<file path="config.mk">
export PLATFORM = sky130hd
export DESIGN_NAME = sqrt_csel_adder
export DESIGN_NICKNAME = d
export VERILOG_FILES = /design/src/rtl/sqcs_pkg.sv /design/src/rtl/sqcs_subadd.sv /design/src/rtl/sqcs_excess1.sv /design/src/rtl/sqcs_group.sv /design/src/rtl/sqrt_csel_adder.sv
export SDC_FILE = /design/constraint.sdc
export NUM_CORES = 1
export LEC_CHECK = 0
export ABC_CLOCK_PERIOD_IN_PS = 3550
export BUFFER_PORTS_ARGS = -buffer_cell sky130_fd_sc_hd__buf_2
export CAP_MARGIN = 10
export CORE_UTILIZATION = 48
export DETAILED_ROUTE_END_ITERATION = 12
export PLACE_DENSITY = 0.85
export SLEW_MARGIN = 20
export SYNTH_ARGS = -nofsm -noshare
export SYNTH_HDL_FRONTEND = slang
export SYNTH_HIERARCHICAL = 1
export SYNTH_SLANG_ARGS = --single-unit
</file>
<file path="constraint.sdc">
create_clock -name vclk -period 3.55
set_input_delay 0.1775 -clock vclk [all_inputs]
set_output_delay 0.1775 -clock vclk [all_outputs]
set_load 0.1 [all_outputs]
</file>
<file path="src/rtl/sqcs_pkg.sv">
package sqcs_pkg;

  localparam int NGRP = 5;

  typedef enum logic {
    SUB_RIPPLE = 1'b0,
    SUB_SKIP   = 1'b1
  } sub_kind_e;

  // Width of group g, counted from the least significant end.
  function automatic int grp_w(input int g);
    case (g)
      0:       return 2;
      1:       return 2;
      2:       return 3;
      3:       return 4;
      default: return 5;
    endcase
  endfunction

  // Lowest bit position of group g.
  function automatic int grp_lo(input int g);
    int acc;
    acc = 0;
    for (int i = 0; i < g; i++) acc += grp_w(i);
    return acc;
  endfunction

  localparam int DATA_W = grp_lo(NGRP);

endpackage

</file>
<file path="src/rtl/sqcs_subadd.sv">
module sqcs_subadd #(
  parameter int                  W    = 4,
  parameter sqcs_pkg::sub_kind_e KIND = sqcs_pkg::SUB_RIPPLE
) (
  input  logic [W-1:0] a,
  input  logic [W-1:0] b,
  input  logic         ci,
  output logic [W-1:0] s,
  output logic         co
);

  logic [W-1:0] prop;
  logic [W-1:0] gen;
  logic [W:0]   chain;
  logic         grp_prop;

  assign prop     = a ^ b;
  assign gen      = a & b;
  assign chain[0] = ci;
  assign grp_prop = &prop;

  for (genvar i = 0; i < W; i++) begin : g_bit
    assign s[i]       = prop[i] ^ chain[i];
    assign chain[i+1] = gen[i] | (prop[i] & chain[i]);
  end

  if (KIND == sqcs_pkg::SUB_SKIP) begin : g_skip
    assign co = grp_prop ? ci : chain[W];
  end else begin : g_ripple
    assign co = chain[W];
  end

  always_comb begin

    skip_pass_chk: assert (!grp_prop || co == ci)
      else $error("group propagate did not pass carry-in");

    subadd_sum_chk: assert ({co, s} == ({1'b0, a} + {1'b0, b} + {{W{1'b0}}, ci}))
      else $error("sub-adder result mismatch");
  end

endmodule

</file>
<file path="src/rtl/sqcs_excess1.sv">
module sqcs_excess1 #(
  parameter int W = 5
) (
  input  logic [W-1:0] x,
  output logic [W-1:0] y
);

  logic [W-1:0] run_and;

  assign run_and[0] = x[0];
  assign y[0]       = ~x[0];

  for (genvar i = 1; i < W; i++) begin : g_bit
    assign run_and[i] = run_and[i-1] & x[i];
    assign y[i]       = x[i] ^ run_and[i-1];
  end

  always_comb begin

    excess_one_chk: assert (y == x + {{(W-1){1'b0}}, 1'b1})
      else $error("converter output is not input plus one");
  end

endmodule

</file>
<file path="src/rtl/sqcs_group.sv">
module sqcs_group #(
  parameter int                  W     = 4,
  parameter sqcs_pkg::sub_kind_e KIND  = sqcs_pkg::SUB_RIPPLE,
  parameter bit                  FIRST = 1'b0
) (
  input  logic [W-1:0] a,
  input  logic [W-1:0] b,
  input  logic         sel_ci,
  output logic [W-1:0] s,
  output logic         co
);

  if (FIRST) begin : g_first
    sqcs_subadd #(.W(W), .KIND(KIND)) u_add (
      .a(a), .b(b), .ci(sel_ci), .s(s), .co(co)
    );
  end else begin : g_upper
    logic [W-1:0] s_zero;
    logic         c_zero;
    logic [W:0]   res_zero;
    logic [W:0]   res_one;
    logic [W:0]   res_pick;

    sqcs_subadd #(.W(W), .KIND(KIND)) u_add (
      .a(a), .b(b), .ci(1'b0), .s(s_zero), .co(c_zero)
    );

    assign res_zero = {c_zero, s_zero};

    sqcs_excess1 #(.W(W + 1)) u_inc (
      .x(res_zero), .y(res_one)
    );

    assign res_pick = sel_ci ? res_one : res_zero;
    assign s        = res_pick[W-1:0];
    assign co       = res_pick[W];

    always_comb begin

      grp_select_chk: assert ({co, s} == ({1'b0, a} + {1'b0, b} + {{W{1'b0}}, sel_ci}))
        else $error("group select result mismatch");
    end
  end

endmodule

</file>
<file path="src/rtl/sqrt_csel_adder.sv">
module sqrt_csel_adder #(
  parameter sqcs_pkg::sub_kind_e SUB_KIND = sqcs_pkg::SUB_RIPPLE
) (
  input  logic [sqcs_pkg::DATA_W-1:0] a_i,
  input  logic [sqcs_pkg::DATA_W-1:0] b_i,
  input  logic                        cin_i,
  output logic [sqcs_pkg::DATA_W-1:0] sum_o,
  output logic                        cout_o
);

  localparam int NG = sqcs_pkg::NGRP;
  localparam int DW = sqcs_pkg::DATA_W;

  logic [NG:0] grp_carry;

  assign grp_carry[0] = cin_i;

  for (genvar g = 0; g < NG; g++) begin : g_grp
    localparam int GW = sqcs_pkg::grp_w(g);
    localparam int LO = sqcs_pkg::grp_lo(g);

    sqcs_group #(
      .W    (GW),
      .KIND (SUB_KIND),
      .FIRST(g == 0)
    ) u_grp (
      .a     (a_i[LO +: GW]),
      .b     (b_i[LO +: GW]),
      .sel_ci(grp_carry[g]),
      .s     (sum_o[LO +: GW]),
      .co    (grp_carry[g+1])
    );
  end

  assign cout_o = grp_carry[NG];

  always_comb begin

    word_sum_chk: assert ({cout_o, sum_o} == ({1'b0, a_i} + {1'b0, b_i} + {{DW{1'b0}}, cin_i}))
      else $error("word sum mismatch");
  end

endmodule

</file>
# Word-level counts from Yosys, hierarchy flattened

Cells that the tools add are included.

Bits in registers: 0
Bits in latches: 0
Memory bits (writable): 0
Bits in read-only memories: 0
Word-level logic and storage cells: 78
Memories: 0

$add $sub $neg: 0
Multipliers: 0
Divide/modulo/power cells: 0
Magnitude comparators: 0
Equality and inequality tests: 0
Shift-type cells: 0
Muxes and demuxes: 4
Bitwise logic cells: 74
Reduce and logical (&&, ||, !) cells: 0

Operators by type and width:

| cell              | number |
|---|---|
| bitwise XOR 1 bit | 26 |
| bitwise AND 1 bit | 22 |
| OR 1 bit          | 12 |
| 2-to-1 mux 6 bit  | 1 |
| bitwise AND 5 bit | 1 |
| 2-to-1 mux 5 bit  | 1 |
| bitwise XOR 5 bit | 1 |
| bitwise AND 2 bit | 2 |
| bitwise AND 4 bit | 1 |
| 2-to-1 mux 4 bit  | 1 |
| NOT 1 bit         | 4 |
| bitwise XOR 2 bit | 2 |
| bitwise XOR 4 bit | 1 |
| bitwise AND 3 bit | 1 |
| 2-to-1 mux 3 bit  | 1 |
| bitwise XOR 3 bit | 1 |

# Longest topological paths before layout

Depth after elaboration: 11
Depth in mapped cells: 13
Mapped depth without buffers: 12

# Hierarchy

Netlist, hierarchy kept.

Modules (own cells, without submodules):

| module                                         | instances | cells an instance | area an instance (um^2) |
|---|---|---|---|
| sqcs_subadd (g_grp[0].u_grp.g_first.u_add ...) | 2         | 10                | 70.1 |
| sqcs_subadd (g_grp[4].u_grp.g_upper.u_add)     | 1         | 15                | 137.6 |
| sqcs_subadd (g_grp[3].u_grp.g_upper.u_add)     | 1         | 14                | 117.6 |
| sqcs_group (g_grp[4].u_grp)                    | 1         | 8                 | 105.1 |
| sqcs_subadd (g_grp[2].u_grp.g_upper.u_add)     | 1         | 13                | 97.6 |
| sqcs_excess1 (g_grp[4].u_grp.g_upper.u_inc)    | 1         | 6                 | 62.6 |
| sqcs_group (g_grp[3].u_grp)                    | 1         | 6                 | 60.1 |
| sqcs_excess1 (g_grp[3].u_grp.g_upper.u_inc)    | 1         | 5                 | 50.0 |
| sqcs_group (g_grp[2].u_grp)                    | 1         | 5                 | 48.8 |
| sqcs_excess1 (g_grp[2].u_grp.g_upper.u_inc)    | 1         | 4                 | 37.5 |
| sqcs_group (g_grp[1].u_grp)                    | 1         | 4                 | 37.5 |
| sqcs_excess1 (g_grp[1].u_grp.g_upper.u_inc)    | 1         | 3                 | 25.0 |

# Least setup slack after synthesis

No wires, ideal clock.

Path type: input port to output port
From: input a_i[2] (netlist bit)
To: output cout_o
Data arrival time: 2.979 ns
Data required time: 3.372 ns
Setup slack: 0.393 ns
Stages: 11
Path through: inv_1 fa_1 fa_1 inv_1 ha_1 xor2_1 mux2_2 mux2_2 mux2_2 buf_6 mux2_4

Word-level cells in the longest chain between the ends: 8
Elaborated cells between the ends (all ways): 11

Ends and longest elaborated chain:

| item                                  | RTL line              | source |
|---|---|---|
| start, declared                       | sqrt_csel_adder.sv:4  | `input logic [sqcs_pkg::DATA_W-1:0] a_i,` |
| bitwise AND 2 bit                     | sqcs_subadd.sv:18     | `assign gen = a & b;` |
| bitwise XOR 1 bit                     | sqcs_subadd.sv:23     | `assign s[i] = prop[i] ^ chain[i];` |
| via g_grp[1].u_grp.g_upper.s_zero[1]  | sqcs_group.sv:18      | `logic [W-1:0] s_zero;` |
| bitwise AND 1 bit                     | sqcs_excess1.sv:14    | `assign run_and[i] = run_and[i-1] & x[i];` |
| bitwise XOR 1 bit                     | sqcs_excess1.sv:15    | `assign y[i] = x[i] ^ run_and[i-1];` |
| via g_grp[1].u_grp.g_upper.res_one[2] | sqcs_group.sv:21      | `logic [W:0] res_one;` |
| 2-to-1 mux 3 bit                      | sqcs_group.sv:34      | `assign res_pick = sel_ci ? res_one : res_zero;` |
| via grp_carry[2]                      | sqrt_csel_adder.sv:14 | `logic [NG:0] grp_carry;` |
| 2-to-1 mux 4 bit                      | sqcs_group.sv:34      |  |
| via grp_carry[3]                      | sqrt_csel_adder.sv:14 |  |
| 2-to-1 mux 5 bit                      | sqcs_group.sv:34      |  |
| via grp_carry[4]                      | sqrt_csel_adder.sv:14 |  |
| 2-to-1 mux 6 bit                      | sqcs_group.sv:34      |  |
| end, declared                         | sqrt_csel_adder.sv:8  | `output logic cout_o` |

The timed path passes the listed nets, and every way through them passes these cells.

# Worst setup path in the final report

From: input a_i[2] (netlist bit)
To: output sum_o[11] (netlist bit)

Word-level cells in the longest chain between the ends: 8
Elaborated cells between the ends (all ways): 11

Ends and longest elaborated chain:

| item                                  | RTL line              | source |
|---|---|---|
| bitwise AND 2 bit                     | sqcs_subadd.sv:18     |  |
| bitwise XOR 1 bit                     | sqcs_subadd.sv:23     |  |
| via g_grp[1].u_grp.g_upper.s_zero[1]  | sqcs_group.sv:18      |  |
| bitwise AND 1 bit                     | sqcs_excess1.sv:14    |  |
| bitwise XOR 1 bit                     | sqcs_excess1.sv:15    |  |
| via g_grp[1].u_grp.g_upper.res_one[2] | sqcs_group.sv:21      |  |
| 2-to-1 mux 3 bit                      | sqcs_group.sv:34      |  |
| via grp_carry[2]                      | sqrt_csel_adder.sv:14 |  |
| 2-to-1 mux 4 bit                      | sqcs_group.sv:34      |  |
| via grp_carry[3]                      | sqrt_csel_adder.sv:14 |  |
| 2-to-1 mux 5 bit                      | sqcs_group.sv:34      |  |
| via grp_carry[4]                      | sqrt_csel_adder.sv:14 |  |
| 2-to-1 mux 6 bit                      | sqcs_group.sv:34      |  |
| end, declared                         | sqrt_csel_adder.sv:7  | `output logic [sqcs_pkg::DATA_W-1:0] sum_o,` |

The timed path passes the listed nets, and every way through them passes these cells.

==> results.md <==
Placement:
- The post-placement cell count is 177.
- The HPWL after detailed placement is approximately 1.9 mm.
- In this run the tool buffered the top-level ports with 50 buffer cells.
- Routability-driven placement finished with a final weighted congestion of just over 0.7.

Cells and area:
- Summing all flip-flop and latch instances after layout gives 0 um^2.
- The final standard cell count with taps included and fillers excluded is 177.
- The sequential cell count is 0.
- After filler insertion, the fill cell instance count of the layout stands at 139.
- The most frequent standard cell in the layout excluding fill and tap cells is sky130_fd_sc_hd__inv_1.
- The number of clock-tree buffers in the layout is 0.
- 0 antenna diodes ended up in the layout.
- Of the cells placed in the final design, the portion with a size suffix greater than 1 is 0.447.
- In the layout the commonest cells are sky130_fd_sc_hd__inv_1, sky130_fd_sc_hd__buf_2, sky130_fd_sc_hd__fa_1, sky130_fd_sc_hd__mux2_2, sky130_fd_sc_hd__ha_1.
- At the end of the flow, the number of nets in the layout was 213.
- From synthesis to final layout, the design area changed by 39.2%.

Timing:
- The worst hold slack is roughly 0.98 ns.
- The count of final max-slew check failures is 0.
- The aggregate negative setup slack is 0 ns.
- The final-report hold violation count is 0.
- Setup repair after global routing left no endpoint under its margin.
- The final critical-path share of the clock period is 0.970.
- Timing would allow up to 0.291 GHz.
- For the finished layout, the period the worst path requires is 3.44 ns.
- Setup violations remaining at the end of the flow were counted as 0.

Logic synthesis:
- The number of warnings issued by yosys is 6.
- The synthesized design spends more area on one cell type than any other, namely sky130_fd_sc_hd__fa_1.
- The post-synthesis cell count is slightly above 100.
- The synthesized area per cell is a little under 9 um^2.
- Of the post-synthesis cell area, the dominant cell type holds 0.348.
- Yosys attributes the largest share of cell area to sky130_fd_sc_hd__fa_1, sky130_fd_sc_hd__inv_1, sky130_fd_sc_hd__mux2_2.
- The count of cell types in the netlist is 8.
- The fraction of the yosys area taken by sequential cells is 0.
- The net count after synthesis is 162.
- The post-synthesis cell area is 920 um^2.

Worst setup path:
- The number of buffers and inverters on the critical path is 4.
- The sort of element at the start of the critical path is an input pin.
- The delay of the slowest cell on the worst path is 0.50 ns.
- The data arrival at the endpoint of the critical path is ~3.3 ns.
- The critical path endpoint category is an output pin.
- The critical path start-end classification is input pin to output pin.
- The largest individual stage delay along the critical path comes from the cell sky130_fd_sc_hd__fa_1.
- The data required time at the worst endpoint is between 3 and 4 ns.
- The cell class contributing the biggest share of worst-path delay is multiplexers.
- Traced cell by cell, the critical path runs through buf_2, inv_1, fa_1, fa_1, inv_1, ha_1, xor2_1, mux2_2, mux2_2, mux2_2, mux2_4, buf_12.
- The highest fanout seen on the critical path is 6.
- The cell repeated most along the worst path is sky130_fd_sc_hd__mux2_2.

Drt:
- The residual DRC count is 0.
- The routed via count is slightly below 800.
- After detailed routing, the average wire length per cell comes to 11.2 um.
- The detailed router's first-iteration violation count is 0.
- In the routed layout, each cell is associated on average with a via count of ~4.4.
- Summed over all layers, the routed wires come to slightly below 2 mm.
- The post-detailed-route count of antenna-violating nets is 0.
- The first-pass detailed-route iteration total is 1.

Die:
- The area of the die is 2090 um^2.
- The initial standard-cell utilization of the core is 0.521.
- Pin placement for this block handled 50 I/O pins.
- The number of cell rows is 15.
- In this run the vertical extent of the chip is around 46 um.
- From left edge to right edge, the die measures 45.8 um.
- The placeable core region is approximately 1800 um^2.

Worst hold path:
- The tightest min-delay check is of the input pin to output pin type.

Global route:
- Entering global routing, the biggest net connects 7 pins.
- The overall routing resource usage is 0.216.
- The via count of the first global-routing pass was around 820.
- The wire length of the first global-routing pass is about 3.2 mm.
- The total overflow reported by the global router is 0.
- The number of antenna violations at the first check in global routing is 0.

Power:
- For this design the ratio of total power to cell area is roughly 690 nW/um^2.
- The post-layout total power is just under 900 uW.
- The largest vdd supply drop is roughly 0.00065 V.
- The leakage power of the design is between 0.0008 and 0.0009 uW.

Clocking:
- The count of instances resized after the clock tree is built is 0.
- After clock tree synthesis, the setup repair step added 0 buffers.
- The hold buffer count at cts is 0.

Outcome:
- The run finished with clean final reports.

Run:
- The number of max-capacitance violations reported is 0.
[tightest hold or removal path: cells and delay by family]
kind                     cells  cell delay [ns]
buffers and inverters        4             0.46
adder cells (fa/ha/maj)      1             0.16
[cells by family (layout without fill, tap and decap cells)]
logic type | count (synthesis) | after routing | share of synthesized area
muxes | 18 | 18 | 0.245
other | 4 | 4 | 0.0163
xor gates and xnor gates | 4 | 4 | 0.0381
adders and majority gates | 26 | 26 | 0.484
buffers and inverters | 51 | 100 | 0.216
[cell type report]
type	instances	area [um^2]	area share
well taps	25	31.3	0.0244
inverters	50	188	0.147
repair buffers	50	340	0.266
multi-input cells	52	721	0.563
[worst paths after layout]
path | startpoint | to | slack (ns) | depth (start not counted)
hold / removal | cin_i | sum_o[0] | 0.98 | 5
setup / recovery | a_i[2] | sum_o[11] | 0.11 | 12
[synth_stat cells, drive strengths merged]
library cell,count
xor2,4
fa,16
inv,50
ha,10
conb,4
mux2,18
buf,1
[where the power goes]
part | internal (uW) | leakage [uW] | switching, uW
Sequential | 0 | 0 | 0
Clock | 0 | 0 | 0
Combinational | 259 | 0.000808 | 625
[per-stage QoR]
| stage | worst slack [ns] | instance area (um^2) | utilization |
|---|---|---|---|
| after floorplan | 0.393 | 920 | - |
| after global placement | 0.240 | 1280 | 0.726 |
| after detailed placement | 0.101 | 1280 | 0.726 |
| after CTS | 0.0980 | 1280 | 0.726 |
| after global routing | 0.0161 | 1280 | 0.726 |
| final | 0.108 | 1280 | 0.726 |
[metal layers]
| layer | track usage | vias to the layer above | share of wire |
|---|---|---|---|
| met4 | 0.0824 | 0 | 0.038 |
| met3 | 0.0278 | 6 | 0.051 |
| li1 | - | 376 | - |
| met5 | 0 | - | 0 |
| met1 | 0.177 | 360 | 0.30 |
| met2 | 0.483 | 33 | 0.61 |
Power figures use the tool's default switching activity.
